File: config.mk
export PLATFORM = sky130hd
export DESIGN_NAME = mig_cache_ctl
export DESIGN_NICKNAME = d
export VERILOG_FILES = /design/src/rtl/mig_pkg.sv /design/src/rtl/mig_cell_bank.sv /design/src/rtl/mig_retire_ctl.sv /design/src/rtl/mig_req_port.sv /design/src/rtl/mig_cache_ctl.sv
export SDC_FILE = /design/constraint.sdc
export NUM_CORES = 1
export LEC_CHECK = 0
export CAP_MARGIN = 15
export CORE_AREA = 2 2 201 203
export CTS_BUF_LIST = sky130_fd_sc_hd__clkbuf_8
export DETAILED_ROUTE_END_ITERATION = 6
export DIE_AREA = 0 0 203 205
export MAX_ROUTING_LAYER = met4
export PLACE_DENSITY = 0.6
export SYNTH_ARGS = -nofsm -noshare
export SYNTH_HDL_FRONTEND = slang
export SYNTH_SLANG_ARGS = --single-unit
File: constraint.sdc
create_clock -name clk -period 2.6 [get_ports clk]
set_clock_uncertainty 0.1 [all_clocks]
set_input_delay 0.52 -clock clk [delete_from_list [all_inputs] [get_ports clk]]
set_output_delay 0.52 -clock clk [all_outputs]
set_load 0.01 [all_outputs]
File: src/rtl/mig_pkg.sv
package mig_pkg;

  typedef enum logic [1:0] {
    CS_ABSENT = 2'd0,
    CS_PEND   = 2'd1,
    CS_CLEAN  = 2'd2,
    CS_DIRTY  = 2'd3
  } cstate_e;

  typedef enum logic [1:0] {
    OP_LOAD   = 2'd0,
    OP_STORE  = 2'd1,
    OP_COMMIT = 2'd2,
    OP_RECON  = 2'd3
  } op_e;

  function automatic logic holds_data(cstate_e s);
    return (s == CS_CLEAN) || (s == CS_DIRTY);
  endfunction

  function automatic logic is_local(op_e o);
    return (o == OP_LOAD) || (o == OP_STORE);
  endfunction

endpackage

File: src/rtl/mig_cell_bank.sv
module mig_cell_bank
  import mig_pkg::*;
#(
  parameter int CELLS  = 8,
  parameter int DATA_W = 32,
  localparam int AW    = $clog2(CELLS)
) (
  input  logic              clk,
  input  logic              rst_n,
  input  logic [AW-1:0]     rd_addr,
  output cstate_e           rd_state,
  output logic [DATA_W-1:0] rd_data,
  input  logic              st_we,
  input  logic [DATA_W-1:0] st_data,
  input  logic              pend_we,
  input  logic              fill_we,
  input  logic [AW-1:0]     fill_addr,
  input  logic [DATA_W-1:0] fill_data,
  output logic              fill_match,
  output logic              any_pend
);

  logic [CELLS-1:0][1:0]        st_v;
  logic [CELLS-1:0][DATA_W-1:0] d_v;

  for (genvar g = 0; g < CELLS; g++) begin : g_cell
    cstate_e           st_q;
    logic [DATA_W-1:0] d_q;
    logic              sel_rd;
    logic              sel_fill;

    assign sel_rd   = (rd_addr == AW'(g));
    assign sel_fill = (fill_addr == AW'(g));

    always_ff @(posedge clk) begin
      if (!rst_n) begin
        st_q <= CS_ABSENT;
        d_q  <= '0;
      end else if (fill_we && sel_fill && st_q == CS_PEND) begin
        st_q <= CS_CLEAN;
        d_q  <= fill_data;
      end else if (st_we && sel_rd) begin
        st_q <= CS_DIRTY;
        d_q  <= st_data;
      end else if (pend_we && sel_rd) begin
        st_q <= CS_PEND;
      end
    end

    assign st_v[g] = st_q;
    assign d_v[g]  = d_q;
  end

  assign rd_state   = cstate_e'(st_v[rd_addr]);
  assign rd_data    = d_v[rd_addr];
  assign fill_match = (st_v[fill_addr] == CS_PEND);

  always_comb begin
    any_pend = 1'b0;
    for (int i = 0; i < CELLS; i++) begin
      if (st_v[i] == CS_PEND) any_pend = 1'b1;
    end
  end

endmodule

File: src/rtl/mig_retire_ctl.sv
module mig_retire_ctl
  import mig_pkg::*;
#(
  parameter int DATA_W = 32
) (
  input  logic              clk,
  input  logic              rst_n,
  input  logic              in_valid,
  input  op_e               in_op,
  input  logic [DATA_W-1:0] in_wdata,
  input  cstate_e           cell_state,
  input  logic [DATA_W-1:0] cell_data,
  input  logic              any_pend,
  input  logic              req_busy,
  output logic              in_ready,
  output logic              st_we,
  output logic              issue,
  output logic              ret_valid,
  output logic [DATA_W-1:0] ret_rdata,
  output logic [1:0]        ret_cstate
);

  logic has_data;
  logic fire;

  assign has_data = holds_data(cell_state);

  always_comb begin
    unique case (in_op)
      OP_LOAD, OP_STORE:   in_ready = has_data;
      OP_COMMIT, OP_RECON: in_ready = has_data || (cell_state == CS_ABSENT);
      default:             in_ready = 1'b0;
    endcase
  end

  assign fire  = in_valid && in_ready;
  assign st_we = fire && (in_op == OP_STORE);
  assign issue = in_valid && is_local(in_op) && (cell_state == CS_ABSENT)
                 && !any_pend && !req_busy;

  always_ff @(posedge clk) begin
    if (!rst_n) begin
      ret_valid  <= 1'b0;
      ret_rdata  <= '0;
      ret_cstate <= CS_ABSENT;
    end else begin
      ret_valid <= fire;
      if (fire) begin
        if (in_op == OP_STORE) begin
          ret_rdata  <= in_wdata;
          ret_cstate <= CS_DIRTY;
        end else begin
          ret_rdata  <= has_data ? cell_data : '0;
          ret_cstate <= cell_state;
        end
      end
    end
  end

endmodule

File: src/rtl/mig_req_port.sv
module mig_req_port #(
  parameter int AW = 3
) (
  input  logic          clk,
  input  logic          rst_n,
  input  logic          issue,
  input  logic [AW-1:0] issue_addr,
  input  logic          req_ready,
  output logic          req_valid,
  output logic [AW-1:0] req_addr
);

  always_ff @(posedge clk) begin
    if (!rst_n) begin
      req_valid <= 1'b0;
      req_addr  <= '0;
    end else if (issue) begin
      req_valid <= 1'b1;
      req_addr  <= issue_addr;
    end else if (req_valid && req_ready) begin
      req_valid <= 1'b0;
    end
  end

endmodule

File: src/rtl/mig_cache_ctl.sv
module mig_cache_ctl
  import mig_pkg::*;
#(
  parameter int CELLS  = 8,
  parameter int DATA_W = 32,
  localparam int AW    = $clog2(CELLS)
) (
  input  logic              clk,
  input  logic              rst_n,
  input  logic              proc_valid,
  output logic              proc_ready,
  input  logic [1:0]        proc_op,
  input  logic [AW-1:0]     proc_addr,
  input  logic [DATA_W-1:0] proc_wdata,
  output logic              ret_valid,
  output logic [DATA_W-1:0] ret_rdata,
  output logic [1:0]        ret_cstate,
  output logic              req_valid,
  input  logic              req_ready,
  output logic [AW-1:0]     req_addr,
  input  logic              rsp_valid,
  output logic              rsp_ready,
  input  logic [AW-1:0]     rsp_addr,
  input  logic [DATA_W-1:0] rsp_data
);

  cstate_e           cell_state;
  logic [DATA_W-1:0] cell_data;
  logic              st_we;
  logic              issue;
  logic              fill_match;
  logic              any_pend;

  assign rsp_ready = 1'b1;

  mig_cell_bank #(.CELLS(CELLS), .DATA_W(DATA_W)) u_bank (
    .clk       (clk),
    .rst_n     (rst_n),
    .rd_addr   (proc_addr),
    .rd_state  (cell_state),
    .rd_data   (cell_data),
    .st_we     (st_we),
    .st_data   (proc_wdata),
    .pend_we   (issue),
    .fill_we   (rsp_valid),
    .fill_addr (rsp_addr),
    .fill_data (rsp_data),
    .fill_match(fill_match),
    .any_pend  (any_pend)
  );

  mig_retire_ctl #(.DATA_W(DATA_W)) u_ctl (
    .clk       (clk),
    .rst_n     (rst_n),
    .in_valid  (proc_valid),
    .in_op     (op_e'(proc_op)),
    .in_wdata  (proc_wdata),
    .cell_state(cell_state),
    .cell_data (cell_data),
    .any_pend  (any_pend),
    .req_busy  (req_valid),
    .in_ready  (proc_ready),
    .st_we     (st_we),
    .issue     (issue),
    .ret_valid (ret_valid),
    .ret_rdata (ret_rdata),
    .ret_cstate(ret_cstate)
  );

  mig_req_port #(.AW(AW)) u_req (
    .clk       (clk),
    .rst_n     (rst_n),
    .issue     (issue),
    .issue_addr(proc_addr),
    .req_ready (req_ready),
    .req_valid (req_valid),
    .req_addr  (req_addr)
  );

  // every handshake yields exactly one retire pulse in the next cycle
  a_r2_retire_pulse: assert property (@(posedge clk) disable iff (!rst_n)
    (proc_valid && proc_ready) |=> ret_valid);
  a_r2_no_spurious: assert property (@(posedge clk) disable iff (!rst_n)
    !(proc_valid && proc_ready) |=> !ret_valid);

  // a retired store always reports Dirty
  a_r3_store_dirty: assert property (@(posedge clk) disable iff (!rst_n)
    (proc_valid && proc_ready && proc_op == OP_STORE) |=> (ret_cstate == CS_DIRTY));

  // a request that starts goes with a pending cell
  a_r5_req_pending: assert property (@(posedge clk) disable iff (!rst_n)
    $rose(req_valid) |-> any_pend);

  // silent while pending, and request held under back-pressure
  a_r6_silent: assert property (@(posedge clk) disable iff (!rst_n)
    $rose(req_valid) |-> !$past(any_pend));
  a_r6_hold: assert property (@(posedge clk) disable iff (!rst_n)
    (req_valid && !req_ready) |=> (req_valid && $stable(req_addr)));

  // a reply to the pending cell clears the only pending state
  a_r7_fill_clears: assert property (@(posedge clk) disable iff (!rst_n)
    (rsp_valid && fill_match) |=> !any_pend);

  // replies are always accepted
  a_r8_rsp_ready: assert property (@(posedge clk) disable iff (!rst_n)
    rsp_ready);

endmodule

==> metrics.md <==
| Metric | Value |
|---|---|
| Status | complete, but fails checks |
| Failing checks | setup timing |
| Critical Path, Cell by Cell | mux2_4 -> mux4_2 -> a21o_1 -> buf_2 |
| PnR worst setup slack | -0.0663 ns |
| Sequential share of the synthesized area | between 40% and 50% |
| Most frequent cells in the layout | dfxtp_1 (307), mux2i_1 (261), a21oi_1 (259) |
| Final Max Slew Viols | 0 |
| Crit path arrival time | 2.05 ns |
| Max-cap check violation count | 0 |
| Io pins | 118 |
| Worst hold path endpoint | u_ctl.ret_cstate[0] |
| Die Area | about 0.042 mm² |
| Remaining global-route overflow | 0 |
| Yosys Warn Count | 0 |
| First-pass GRT wire length | 73700 µm |
| Pre-antenna DRT Iters | 5 |
| CTS clock-pin slew for the worst setup and hold paths | 0.06 ns |
| Antenna violations before repair | 3 |
| Fillers | 3692 |
| Core area | 0.0394 mm² |
| Synth async-reset ratio | 0% |
| Rel. slew slack | 47.3% |
| Final HPWL DP | 27800 µm |
| Syn avg cell area | 9.56 µm² |
| GP Congestion | between 0.7 and 0.8 |
| Max FO, Critical Path | 4 |
| Layout area overhead | 20.1% |
| Hold Path Depth | 3 |
| TritonCTS clock tree | built |
| Worst r2r src | u_bank.g_cell[4].st_q[1] |
| Period utilisation layout | 103% |
| Final nets | 1753 |
| Fin util | 47.4% |
| Largest stage delay on the critical path | 0.50 ns |
| Crit end category | output port |
| H-tree depth | 2 |
| DR iter-0 viols | 921 |
| Worst hold slack | 0.0904 ns |
| Chip width | a little over 200 µm |
| Netlist cell types | 40 |
| Fin crit period | around 2.7 ns |
| Vias in the first global route | 12369 |
| Slowest CP cell | mux4_2 |
| Vias | ~13000 |
| PnR Total Power | ~10 mW |
| Drt wl/cell | 21.3 µm |
| Setup slack, reg-to-reg | about 0.060 ns |
| Initial Utilization | 39.5% |
| R2r endpoint | u_ctl.ret_valid |
| CTS Sinks | 311 |
| F_max | ~380 MHz |
| # rows | 73 |
| Peak supply drop | 0.296 mV |
| Latest clock arrival within the worst-skew pair | 0.63 ns |
| Critical Path RT | 1.98 ns |
| Post-route DRC violation count | 0 |
| Vias/cell | 5.66 |
| FF+latch count, synth | 311 |
| Commonest non-fill, non-tap cell in the layout | dfxtp_1 |
| RSZ-0062 raised after global routing | yes |
| Final setup fails | 1 |
| Layout cells sized above 1 | 16.4% |
| Ys flop type | dfxtp_1 |
| Mapped Nets | between 1500 and 2000 |
| Maximum number of pins on one net before global-route repair | 89 |
| Least-Margin Pin Slew | slightly below 0.8 ns |
| Post-route ant nets | 0 |
| Kind of critical path | reg2out |
| Worst hold path startpoint | rst_n |
| Buffers added on ports | 116 |
| Total track usage | approximately a quarter |
| Root Driver | clkbuf_8 |
| Final Hold Viols | 0 |
| R2R depth | 9 |
| Hold Crit Class | in2reg |
| Drt total wl | 47700 µm |
| Type of origin of the critical path | flop |
| Synthesized area | between 0.015 and 0.02 mm² |
| EDFF count, synth | 0 |
| Cells after synthesis | 1625 |
| Pwr dens | 562 mW/mm² |
| Max clock buf depth | 3 |
| Die H | 205 µm |
| P_leak | 8.04 nW |
| CTS buffer count | 54 |
-- cell type report --
class	instances	area (µm²)	area share, %
Clock buffer	70	963	5.16
Inverter	15	56.3	0.302
Tap cell	525	657	3.52
Clock inverter	26	191	1.03
Sequential cell	311	6230	33.4
Multi-Input combinational cell	1105	8490	45.5
Antenna cell	3	7.51	0.0402
Timing Repair Buffer	189	2060	11.1
-- kinds of logic after synthesis --
family          synth area share (%)
flops                           40.1
simple gates                    4.36
mux                             29.1
buf+inv                         5.68
compound gates                  20.7
other cells                   0.0241
-- critical path, delay by kind of cell, from the launching register on --
family                 cells  cell delay (ns)
muxes                      2             0.77
DFF                        1             0.33
AOI/OAI and AO/OA          1             0.19
buffers and inverters      1             0.14
-- registers in the layout (all words and copies together) (netlist names) --
signal	count
u_req.req_addr	3
u_bank.g_cell.st_q	16
u_bank.g_cell.d_q	256
u_req.req_valid	1
u_ctl.ret_rdata	32
u_ctl.ret_cstate	2
u_ctl.ret_valid	1
-- where the power goes --
part | switching, mW | total, mW | internal [mW]
Sequential | 0.0322 | 4.85 | 4.82
Clock | 2.06 | 4.76 | 2.70
Combinational | 0.500 | 0.876 | 0.376
Total | 2.60 | 10.5 | 7.89
-- how the worst max path moves through the flow --
stage | start | end | slack [ns] | depth (start not counted)
2_1_floorplan | proc_addr[0] | u_bank.g_cell[3].d_q[0] | 0.02 | 8
3_3_place_gp | proc_addr[2] | proc_ready | -0.29 | 6
3_5_place_dp | proc_addr[2] | u_bank.g_cell[3].d_q[21] | -0.39 | 8
4_1_cts | u_bank.g_cell[4].st_q[1] | proc_ready | -0.11 | 4
5_1_grt | u_bank.g_cell[5].st_q[1] | proc_ready | -0.12 | 4
6_report | u_bank.g_cell[4].st_q[1] | proc_ready | -0.07 | 4
-- layer usage --
metal / up-vias / GRT usage (%) / part of all wire (%)
li1: 6159 / - / -
met1: 6074 / 30.0 / 45
met2: 370 / 37.4 / 47
met3: 90 / 3.79 / 5.3
met4: 0 / 9.05 / 3.0
met5: - / - / 0
-- synth_stat cells, drive strengths merged, types with 2 or more instances --
library cell | instances | share of area (%)
inv | 14 | 0.34
clkbuf | 152 | 3.7
o21a | 3 | 0.14
or3 | 6 | 0.24
nand2b | 15 | 0.60
and2 | 2 | 0.097
or2 | 2 | 0.081
buf | 42 | 1.6
nand2 | 47 | 1.1
nor2 | 8 | 0.19
mux2i | 261 | 17
o21ai | 257 | 8.3
a21oi | 259 | 8.3
a21boi | 8 | 0.39
nand4 | 4 | 0.16
o31ai | 32 | 1.5
a31oi | 39 | 1.6
o211ai | 3 | 0.14
dfxtp | 311 | 40
nand3 | 35 | 1.1
or4 | 2 | 0.097
a21o | 3 | 0.14
mux2 | 36 | 2.6
nor2b | 8 | 0.32
nor4 | 2 | 0.18
mux4 | 67 | 9.7
-- what timing repair did --
action                                  CTS  global route
hold buffers                              0             0
endpoints found under the setup margin    1             1
setup buffers                             2             1
cloned                                    0             0
gates resized for setup                  10             0
-- metrics by stage --
stage / cells / instance area [µm²] / setup TNS (ns) / setup WS [ns]
6_report: 2244 / 18700 / -0.0663 / -0.0663
5_1_grt: 2244 / 18700 / -0.119 / -0.116
3_5_place_dp: 2142 / 17500 / -44.05 / -0.387
3_3_place_gp: 2142 / 17500 / -30.15 / -0.294
4_1_cts: 2240 / 18600 / -0.106 / -0.106
2_1_floorplan: 1625 / 15500 / 0 / 0.0231
No activity file was read; power rests on OpenSTA's default activity.
